<file path="src/rtl/ctrl_regbank.sv">
module ctrl_regbank #(
  parameter int DW = 32,
  parameter int IW = 4
) (
  input  logic          clk,
  input  logic          rst_n,
  input  logic [IW-1:0] cr_idx,
  input  logic          cr_we,
  input  logic [DW-1:0] cr_wdata,
  output logic [DW-1:0] cr_rdata,
  input  logic          sp_we,
  input  logic [DW-1:0] sp_wdata,
  output logic [DW-1:0] sp_out
);
  localparam logic [IW-1:0] I_STAT  = IW'(0);
  localparam logic [IW-1:0] I_COND  = IW'(1);
  localparam logic [IW-1:0] I_ISP   = IW'(2);
  localparam logic [IW-1:0] I_USP   = IW'(3);
  localparam logic [IW-1:0] I_SPA   = IW'(4);
  localparam logic [IW-1:0] I_SPB   = IW'(5);
  localparam logic [IW-1:0] I_PC1   = IW'(6);
  localparam logic [IW-1:0] I_PC2   = IW'(7);
  localparam logic [IW-1:0] I_BBST  = IW'(8);
  localparam logic [7:0]    BK_MASK = 8'hC1;

  logic [7:0]    bst_q, st_q, bbst_q;
  logic          cond_q;
  logic [DW-1:0] sp_q, isp_q, usp_q, pc1_q, pc2_q, spa_q, spb_q;

  logic sm, wr_stat, swap, wr_live;
  assign sm      = st_q[7];
  assign wr_stat = cr_we && (cr_idx == I_STAT);
  assign swap    = wr_stat && (cr_wdata[7] != sm);
  assign wr_live = cr_we && (((cr_idx == I_ISP) && !sm) || ((cr_idx == I_USP) && sm));
  assign sp_out  = sp_q;

  always_ff @(posedge clk) begin
    if (!rst_n) begin
      bst_q  <= '0;
      st_q   <= '0;
      bbst_q <= '0;
      cond_q <= 1'b0;
      sp_q   <= '0;
      isp_q  <= '0;
      usp_q  <= '0;
      pc1_q  <= '0;
      pc2_q  <= '0;
      spa_q  <= '0;
      spb_q  <= '0;
    end else begin
      if (wr_stat) begin
        bst_q  <= cr_wdata[15:8];
        st_q   <= cr_wdata[7:0];
        cond_q <= cr_wdata[0];
        if (swap) begin
          if (sm) begin
            usp_q <= sp_q;
            sp_q  <= isp_q;
          end else begin
            isp_q <= sp_q;
            sp_q  <= usp_q;
          end
        end
      end
      if (cr_we && (cr_idx == I_COND)) cond_q <= cr_wdata[0];
      if (cr_we && (cr_idx == I_ISP) && sm)  isp_q <= cr_wdata;
      if (cr_we && (cr_idx == I_USP) && !sm) usp_q <= cr_wdata;
      if (cr_we && (cr_idx == I_PC1))  pc1_q  <= cr_wdata;
      if (cr_we && (cr_idx == I_PC2))  pc2_q  <= cr_wdata;
      if (cr_we && (cr_idx == I_SPA))  spa_q  <= cr_wdata;
      if (cr_we && (cr_idx == I_SPB))  spb_q  <= cr_wdata;
      if (cr_we && (cr_idx == I_BBST)) bbst_q <= cr_wdata[7:0];
      if (wr_live) sp_q <= cr_wdata;
      else if (sp_we && !swap) sp_q <= sp_wdata;
    end
  end

  always_comb begin
    cr_rdata = '0;
    case (cr_idx)
      I_STAT: begin
        cr_rdata[15:8] = bst_q & BK_MASK;
        cr_rdata[7:6]  = st_q[7:6];
        cr_rdata[0]    = cond_q;
      end
      I_COND: cr_rdata[0] = cond_q;
      I_ISP:  cr_rdata = sm ? isp_q : sp_q;
      I_USP:  cr_rdata = sm ? sp_q : usp_q;
      I_SPA:  cr_rdata = spa_q;
      I_SPB:  cr_rdata = spb_q;
      I_PC1:  cr_rdata = {pc1_q[DW-1:1], 1'b0};
      I_PC2:  cr_rdata = {pc2_q[DW-1:1], 1'b0};
      I_BBST: cr_rdata[7:0] = bbst_q & BK_MASK;
      default: cr_rdata = '0;
    endcase
  end


  enter_user_chk: assert property (@(posedge clk) disable iff (!rst_n)
    (wr_stat && !sm && cr_wdata[7]) |=> (sp_out == $past(usp_q)) && (isp_q == $past(sp_q)));

  leave_user_chk: assert property (@(posedge clk) disable iff (!rst_n)
    (wr_stat && sm && !cr_wdata[7]) |=> (sp_out == $past(isp_q)) && (usp_q == $past(sp_q)));

  pc_even_chk: assert property (@(posedge clk) disable iff (!rst_n)
    ((cr_idx == I_PC1) || (cr_idx == I_PC2)) |-> (cr_rdata[0] == 1'b0));

  undef_zero_chk: assert property (@(posedge clk) disable iff (!rst_n)
    (cr_idx > I_BBST) |-> (cr_rdata == '0));

  undef_write_chk: assert property (@(posedge clk) disable iff (!rst_n)
    (cr_we && (cr_idx > I_BBST) && !sp_we) |=> $stable(sp_out) && $stable(st_q) && $stable(cond_q));

  sp_port_chk: assert property (@(posedge clk) disable iff (!rst_n)
    (sp_we && !(cr_we && (cr_idx <= I_USP) && (cr_idx != I_COND))) |=> (sp_out == $past(sp_wdata)));

  sp_hold_chk: assert property (@(posedge clk) disable iff (!rst_n)
    (!sp_we && !cr_we) |=> $stable(sp_out));
endmodule

</file>
<file path="config.mk">
export PLATFORM = sky130hd
export DESIGN_NAME = ctrl_regbank
export DESIGN_NICKNAME = d
export VERILOG_FILES = /design/src/rtl/ctrl_regbank.sv
export SDC_FILE = /design/constraint.sdc
export NUM_CORES = 1
export LEC_CHECK = 0
export CELL_PAD_IN_SITES_DETAIL_PLACEMENT = 0
export CELL_PAD_IN_SITES_GLOBAL_PLACEMENT = 1
export CORE_MARGIN = 2
export CORE_UTILIZATION = 45
export DETAILED_ROUTE_END_ITERATION = 10
export PLACE_DENSITY_LB_ADDON = 0.1
export SLEW_MARGIN = 10
export SYNTH_ARGS = -nofsm -noshare
export SYNTH_HDL_FRONTEND = slang
export SYNTH_SLANG_ARGS = --single-unit
</file>
<file path="constraint.sdc">
create_clock -name clk -period 2.7 [get_ports clk]
set_clock_uncertainty 0.05 [all_clocks]
set_input_delay 0.405 -clock clk [delete_from_list [all_inputs] [get_ports clk]]
set_output_delay 0.405 -clock clk [all_outputs]
set_load 0.01 [all_outputs]
</file>
# Word-level counts from Yosys, hierarchy flattened
# Index checks and enable logic that the tools add are counted.
totals:
  ff_bits: 249
  in_bits: 72
  wordCells: 71
classes:
  n_eq_ne: 9
  mux: 20
  n_reduce_logical: 31
op_table:
  columns: ["op", "n"]
  rows:
  - ["2-to-1 mux 32 bit", 13]
  - ["case mux 16 bit (6 select lines)", 1]
  - ["case mux 8 bit (7 select lines)", 1]
  - ["case mux 5 bit (6 select lines)", 1]
  - ["equality test 4 x 3 -> 1 bit, second input constant", 4]
  - ["logical AND 1 bit", 16]
  - ["case mux 2 bit (8 select lines)", 1]
  - ["nonzero test 2 bit", 5]
  - ["equality test 4 x 2 -> 1 bit, second input constant", 2]
  - ["case mux 1 bit (6 select lines)", 1]
  - ["AND reduction 2 bit", 3]
  - ["nonzero test 3 bit", 2]
  - ["equality test 4 x 1 -> 1 bit, second input constant", 1]
  - ["equality test 4 bit, second input constant", 1]
  - ["logical NOT 4 bit", 1]
  - ["logical NOT 1 bit", 2]
  - ["2-to-1 mux 1 bit", 2]
  - ["OR reduction 2 bit", 1]
  - ["logical OR 1 bit", 1]
  - ["!= test 1 bit", 1]

# Longest topological paths before layout
depth:
  depth_word: 7
  mapped_depth: 8
  mapped_depth_nobuf: 4

# Least setup slack after synthesis
# Ideal clock, no wire load.
synth_timing:
  path_type: "input to output"
  start: "input port cr_idx[1]"
  end: "output port cr_rdata[7]"
  arrival_ns: 1.529
  setup_slack_ns: 0.716
  path_stages: 4
  n_path_buf: 2
  path_cell_list: "buf_4 -> clkbuf_1 -> mux2_2 -> a311o_1"
synth_between:
  elab_chain_len: 2
  elab_cells_between_ends: 9
synth_rtl:
  columns: ["element", "line", "text"]
  rows:
  - ["start: declaration", "7", "input logic [IW-1:0] cr_idx,"]
  - ["equality test 4 bit (tied with other cells)", "80", "case (cr_idx)"]
  - ["case mux 2 bit (8 select lines) (*)", "80", null]
  - ["end: declaration", "10", "output logic [DW-1:0] cr_rdata,"]
# Every way passes the cells marked *; elsewhere a longest branch is shown, timed or not.

# Final worst setup path
layout_timing:
  start: "input port cr_idx[1]"
  end: "output port cr_rdata[15]"
layout_between:
  elab_chain_len: 2
  elab_cells_between_ends: 8
layout_rtl:
  columns: ["element", "line"]
  rows:
  - ["equality test 4 x 3 -> 1 bit (tied with other cells)", "80"]
  - ["case mux 8 bit (7 select lines) (*)", "80"]
# Marked as above.

==> flow_summary.yaml <==
run_status:
  run_status: "finished with violations"
  failed_checks: "setup timing"
pwr:
  p_per_area_nw_per_um2: 568
  clock_power_share_pct: 47.5
  p_leak_uw: 0.00512
  netSwitchingPower_uw: 1970
  power.share.combinational_pct: 9.5
  cellInternalPower_uw: 6260
  switching_share_pct: 23.9
  sequentialPowerShare_pct: 43.0
  vdd_drop_max_mv: 0.498
clock_tree:
  postCtsHoldBufs: 0
  cts.reportedPaths.clkPinSlew_ns: 0.06
  cts_max_path_buffers: 3
  cts_root_buffer: "clkbuf_16"
  numClockSinks: 231
  inserted_clock_buffers: 26
  clk_latency_ns: 0.54
  cts_tree: "done"
  cts.htree.levels: 1
sta:
  hold_violations: 0
  setup_viol_count_final: 1
  grt_setup_unrepaired: "yes"
  slew-limit-headroom_pct: 20.6
  max_slew_vio_count: 0
  totalNegativeSetupSlack_ns: -0.130
  finalCritPeriodShare_pct: 105
  finalWorstPathRequiredPeriod_ns: 2.83
  pnr_worst_setup_slack_ns: -0.130
  timing.fmax_mhz: 353
  max_slew.worst_pin.slew_ns: 1.19
die:
  core_area_um2: 24400
  initial_utilization_pct: 46.0
  design.portCount: 136
  fp.dieH_um: 162
  die-area_um2: 26200
  floorplan.die.width_um: 162
  num_rows: 57
drt:
  met2_wire_len_mm: 18.1
  drt-met1-wl_mm: 17.3
  maxUsedRoutingLayer: "met4"
  postRouteAntennaNets: 0
  drt_iter0_markers: 1093
  vias_per_cell: 5.75
  routed_wire_length_on_met3_mm: 2.94
  drt_drc: 0
  dr_total_vias: 11100
  wire_per_inst_um: 20.3
  drt_pass1_iterations: 6
  routed_wl_mm: 39.2
placed_design:
  numPortBuffers: 135
  detailedPlacementHpwl_mm: 24.7
  pre_cts_slack_ns: -0.282
  placed_cell_area_um2: 13300
  gp_routability_congestion: 0.849
hold_path:
  timing.hold.worst_path_depth: 3
  hold_end: "sp_out[9]"
  worst_hold_startpoint: "sp_we"
  hold_path_class: "input pin to flip-flop"
critical_path:
  cp.arrival_ns: 2.37
  worstPathMaxFanout: 26
  crit_buf_inv: 4
  critPathKind: "input pin to output port"
  crit_family: "buffers and inverters"
  crit_path_cell_trace: "clkdlybuf4s50_1, buf_4, and4b_2, buf_12, a22oi_1, nand3_1, clkdlybuf4s50_1"
  worst_endpoint_required_time_ns: 2.25
  critical_path.startpoint_type: "input pin"
  crit_slowest_cell: "clkdlybuf4s50_1"
  critPathMaxStageDelay_ns: 0.56
  crit_top_cell: "clkdlybuf4s50_1"
  r2r_path_start: "st_q[7]"
  crit_path_end_kind: "output port"
  worst-r2r-setup-slack_ns: 0.23
  crit-reg2reg-capture: "sp_out[2]"
  reg2reg_depth: 6
logic_synthesis:
  postSynthCellCount: 1457
  synth_edf_count: 0
  mappedNetlistNets: 1529
  ys_top_cells_by_area: "dfxtp_1, nand2_1, a21oi_1, a22oi_1, mux2i_1"
  main_flop_type_after_synthesis: "dfxtp_1"
  synth.yosys.seq_area_share_pct: 41.2
  yosysTopAreaCellShare_pct: 41.2
  yosys.area.top_type: "dfxtp_1"
  synth.avg_cell_area_um2: 7.71
  synth-warning-count: 0
  async_reset_ff_share_pct: 0
  synth_area_um2: 11200
  synth_seq_cells: 231
  netlist-cell-type-count: 59
global_route:
  global_route.overflow_total: 0
  wire_length_of_the_first_global_routing_pass_mm: 60.3
  gr-usage-all-layers_pct: 29.1
  grt_antenna_before_repair: 0
  maximum_number_of_pins_on_one_net_before_global_route_repair: 60
  first_global_vias: 10300
run:
  max_cap_viol_count: 0
layout:
  final_net_count: 1656
  area_growth_pct: 29.0
  stdcell_area_um2: 14500
  post-route-util_pct: 59.4
  drive_gt1_share_pct: 11.3
-- power by group through the flow --
stage | sequential (µW) | combinational, µW | clock, µW
floorplan | 3610 | 328 | 0
global placement | 3610 | 759 | 0
detailed placement | 3610 | 762 | 0
CTS | 3540 | 769 | 3940
global route | 3540 | 838 | 4070
finish | 3540 | 784 | 3900
-- through the flow --
step                instances  hold slack, ns  total power [µW]
floorplan                1457           0.382              3940
global placement         1866           0.392              4370
detailed placement       1866           0.397              4370
CTS                      1920           0.213              8240
global route             1926           0.253              8450
finish                   1927           0.215              8230
-- cell usage after synthesis, types with 2 or more instances --
| cell | n |
|---|---|
| buf_8 | 3 |
| a22oi_1 | 113 |
| and4b_1 | 2 |
| mux2_2 | 6 |
| buf_1 | 2 |
| o21ai_1 | 33 |
| a211oi_1 | 3 |
| o22ai_1 | 2 |
| and3_1 | 2 |
| a2bb2oi_1 | 3 |
| a31oi_1 | 3 |
| nor3b_2 | 2 |
| mux2i_1 | 72 |
| buf_4 | 15 |
| dfxtp_1 | 231 |
| nand2_1 | 361 |
| clkbuf_1 | 67 |
| o21ai_0 | 86 |
| inv_1 | 58 |
| o221ai_1 | 30 |
| buf_2 | 47 |
| nor4b_2 | 2 |
| a221oi_1 | 2 |
| o311ai_1 | 2 |
| nand3_1 | 63 |
| a21oi_1 | 197 |
| and2_1 | 4 |
| nor2b_1 | 4 |
| nor2_1 | 8 |
| buf_6 | 4 |
| and4bb_2 | 2 |
-- worst max path at each step --
stage | from | end | cells after the start
5_1_grt | cr_idx[1] | cr_rdata[15] | 8
2_1_floorplan | cr_idx[1] | cr_rdata[7] | 4
3_3_place_gp | cr_idx[2] | cr_rdata[2] | 8
6_report | cr_idx[1] | cr_rdata[15] | 7
4_1_cts | cr_idx[0] | cr_rdata[24] | 8
3_5_place_dp | cr_idx[2] | cr_rdata[2] | 8
-- worst min-delay path, cell delays in order --
cell and delay, ns:
buf_2 0.15, mux2i_1 0.09, a21oi_1 0.13
-- logic make-up (layout without fill, tap and decap cells) --
kind of cell / count (synthesis) / in the layout / synth area share (%)
buf+inv: 197 / 342 / 8.18
other cells: 0 / 1 / 0
simple gates: 465 / 465 / 17.7
mux: 78 / 78 / 7.02
flops: 231 / 231 / 41.2
compound gates: 484 / 484 / 25.8
xor+xnor: 2 / 2 / 0.156
-- what timing repair did --
item                                    CTS  global route
buffers inserted                          7             5
endpoints found under the setup margin   32            21
pin swaps                                 4             3
endpoints found under the hold margin     0             0
gates resized for setup                  35            42
gates cloned                              1             1
-- state kept, by name, indices dropped and copies added (netlist names), 3 cells and up --
signal,cells
bbst_q,3
bst_q,3
isp_q,32
pc1_q,31
pc2_q,31
sp_out,32
spa_q,32
spb_q,32
usp_q,32
-- placed cells by master, fill, tap and decap left out, types with 2 or more instances in the layout --
cell type / synthesis / routed
clkdlybuf4s50_1: 0 / 101
bufinv_16: 0 / 3
a22oi_2: 0 / 3
a211oi_1: 3 / 3
clkbuf_1: 67 / 3
a2bb2oi_1: 3 / 3
clkinv_2: 0 / 2
a21oi_1: 197 / 197
o22ai_1: 2 / 2
a22oi_1: 113 / 110
clkdlybuf4s15_1: 0 / 12
nand2_1: 361 / 361
a31oi_1: 3 / 3
mux2_2: 6 / 6
clkbuf_8: 0 / 10
nor2_1: 8 / 8
dlygate4sd2_1: 0 / 12
clkbuf_2: 0 / 4
dlymetal6s2s_1: 0 / 5
buf_4: 15 / 67
inv_1: 58 / 58
o221ai_1: 30 / 30
mux2i_1: 72 / 71
dfxtp_1: 231 / 230
nor2b_1: 4 / 4
o21ai_0: 86 / 82
buf_6: 4 / 5
nor4b_4: 0 / 2
and4bb_2: 2 / 2
and2_1: 4 / 4
buf_12: 0 / 29
clkbuf_16: 0 / 29
nand3_1: 63 / 62
o21ai_1: 33 / 37
-- layer usage --
metal	up-vias	global-route usage, %
li1	5358	-
met2	410	47.7
met4	0	6.92
met5	-	0
met3	54	3.83
met1	5267	40.7
-- area by class of cell --
class | count | area [µm²]
fill | 2305 | 9910
multi-input combinational | 1029 | 5790
sequential | 231 | 4630
timing repair buffer | 237 | 2490
clock buffer | 41 | 850
tap | 324 | 405
inverter | 59 | 224
clock inverter | 5 | 100
antenna | 1 | 2.50
Power figures use the tool's default switching activity.
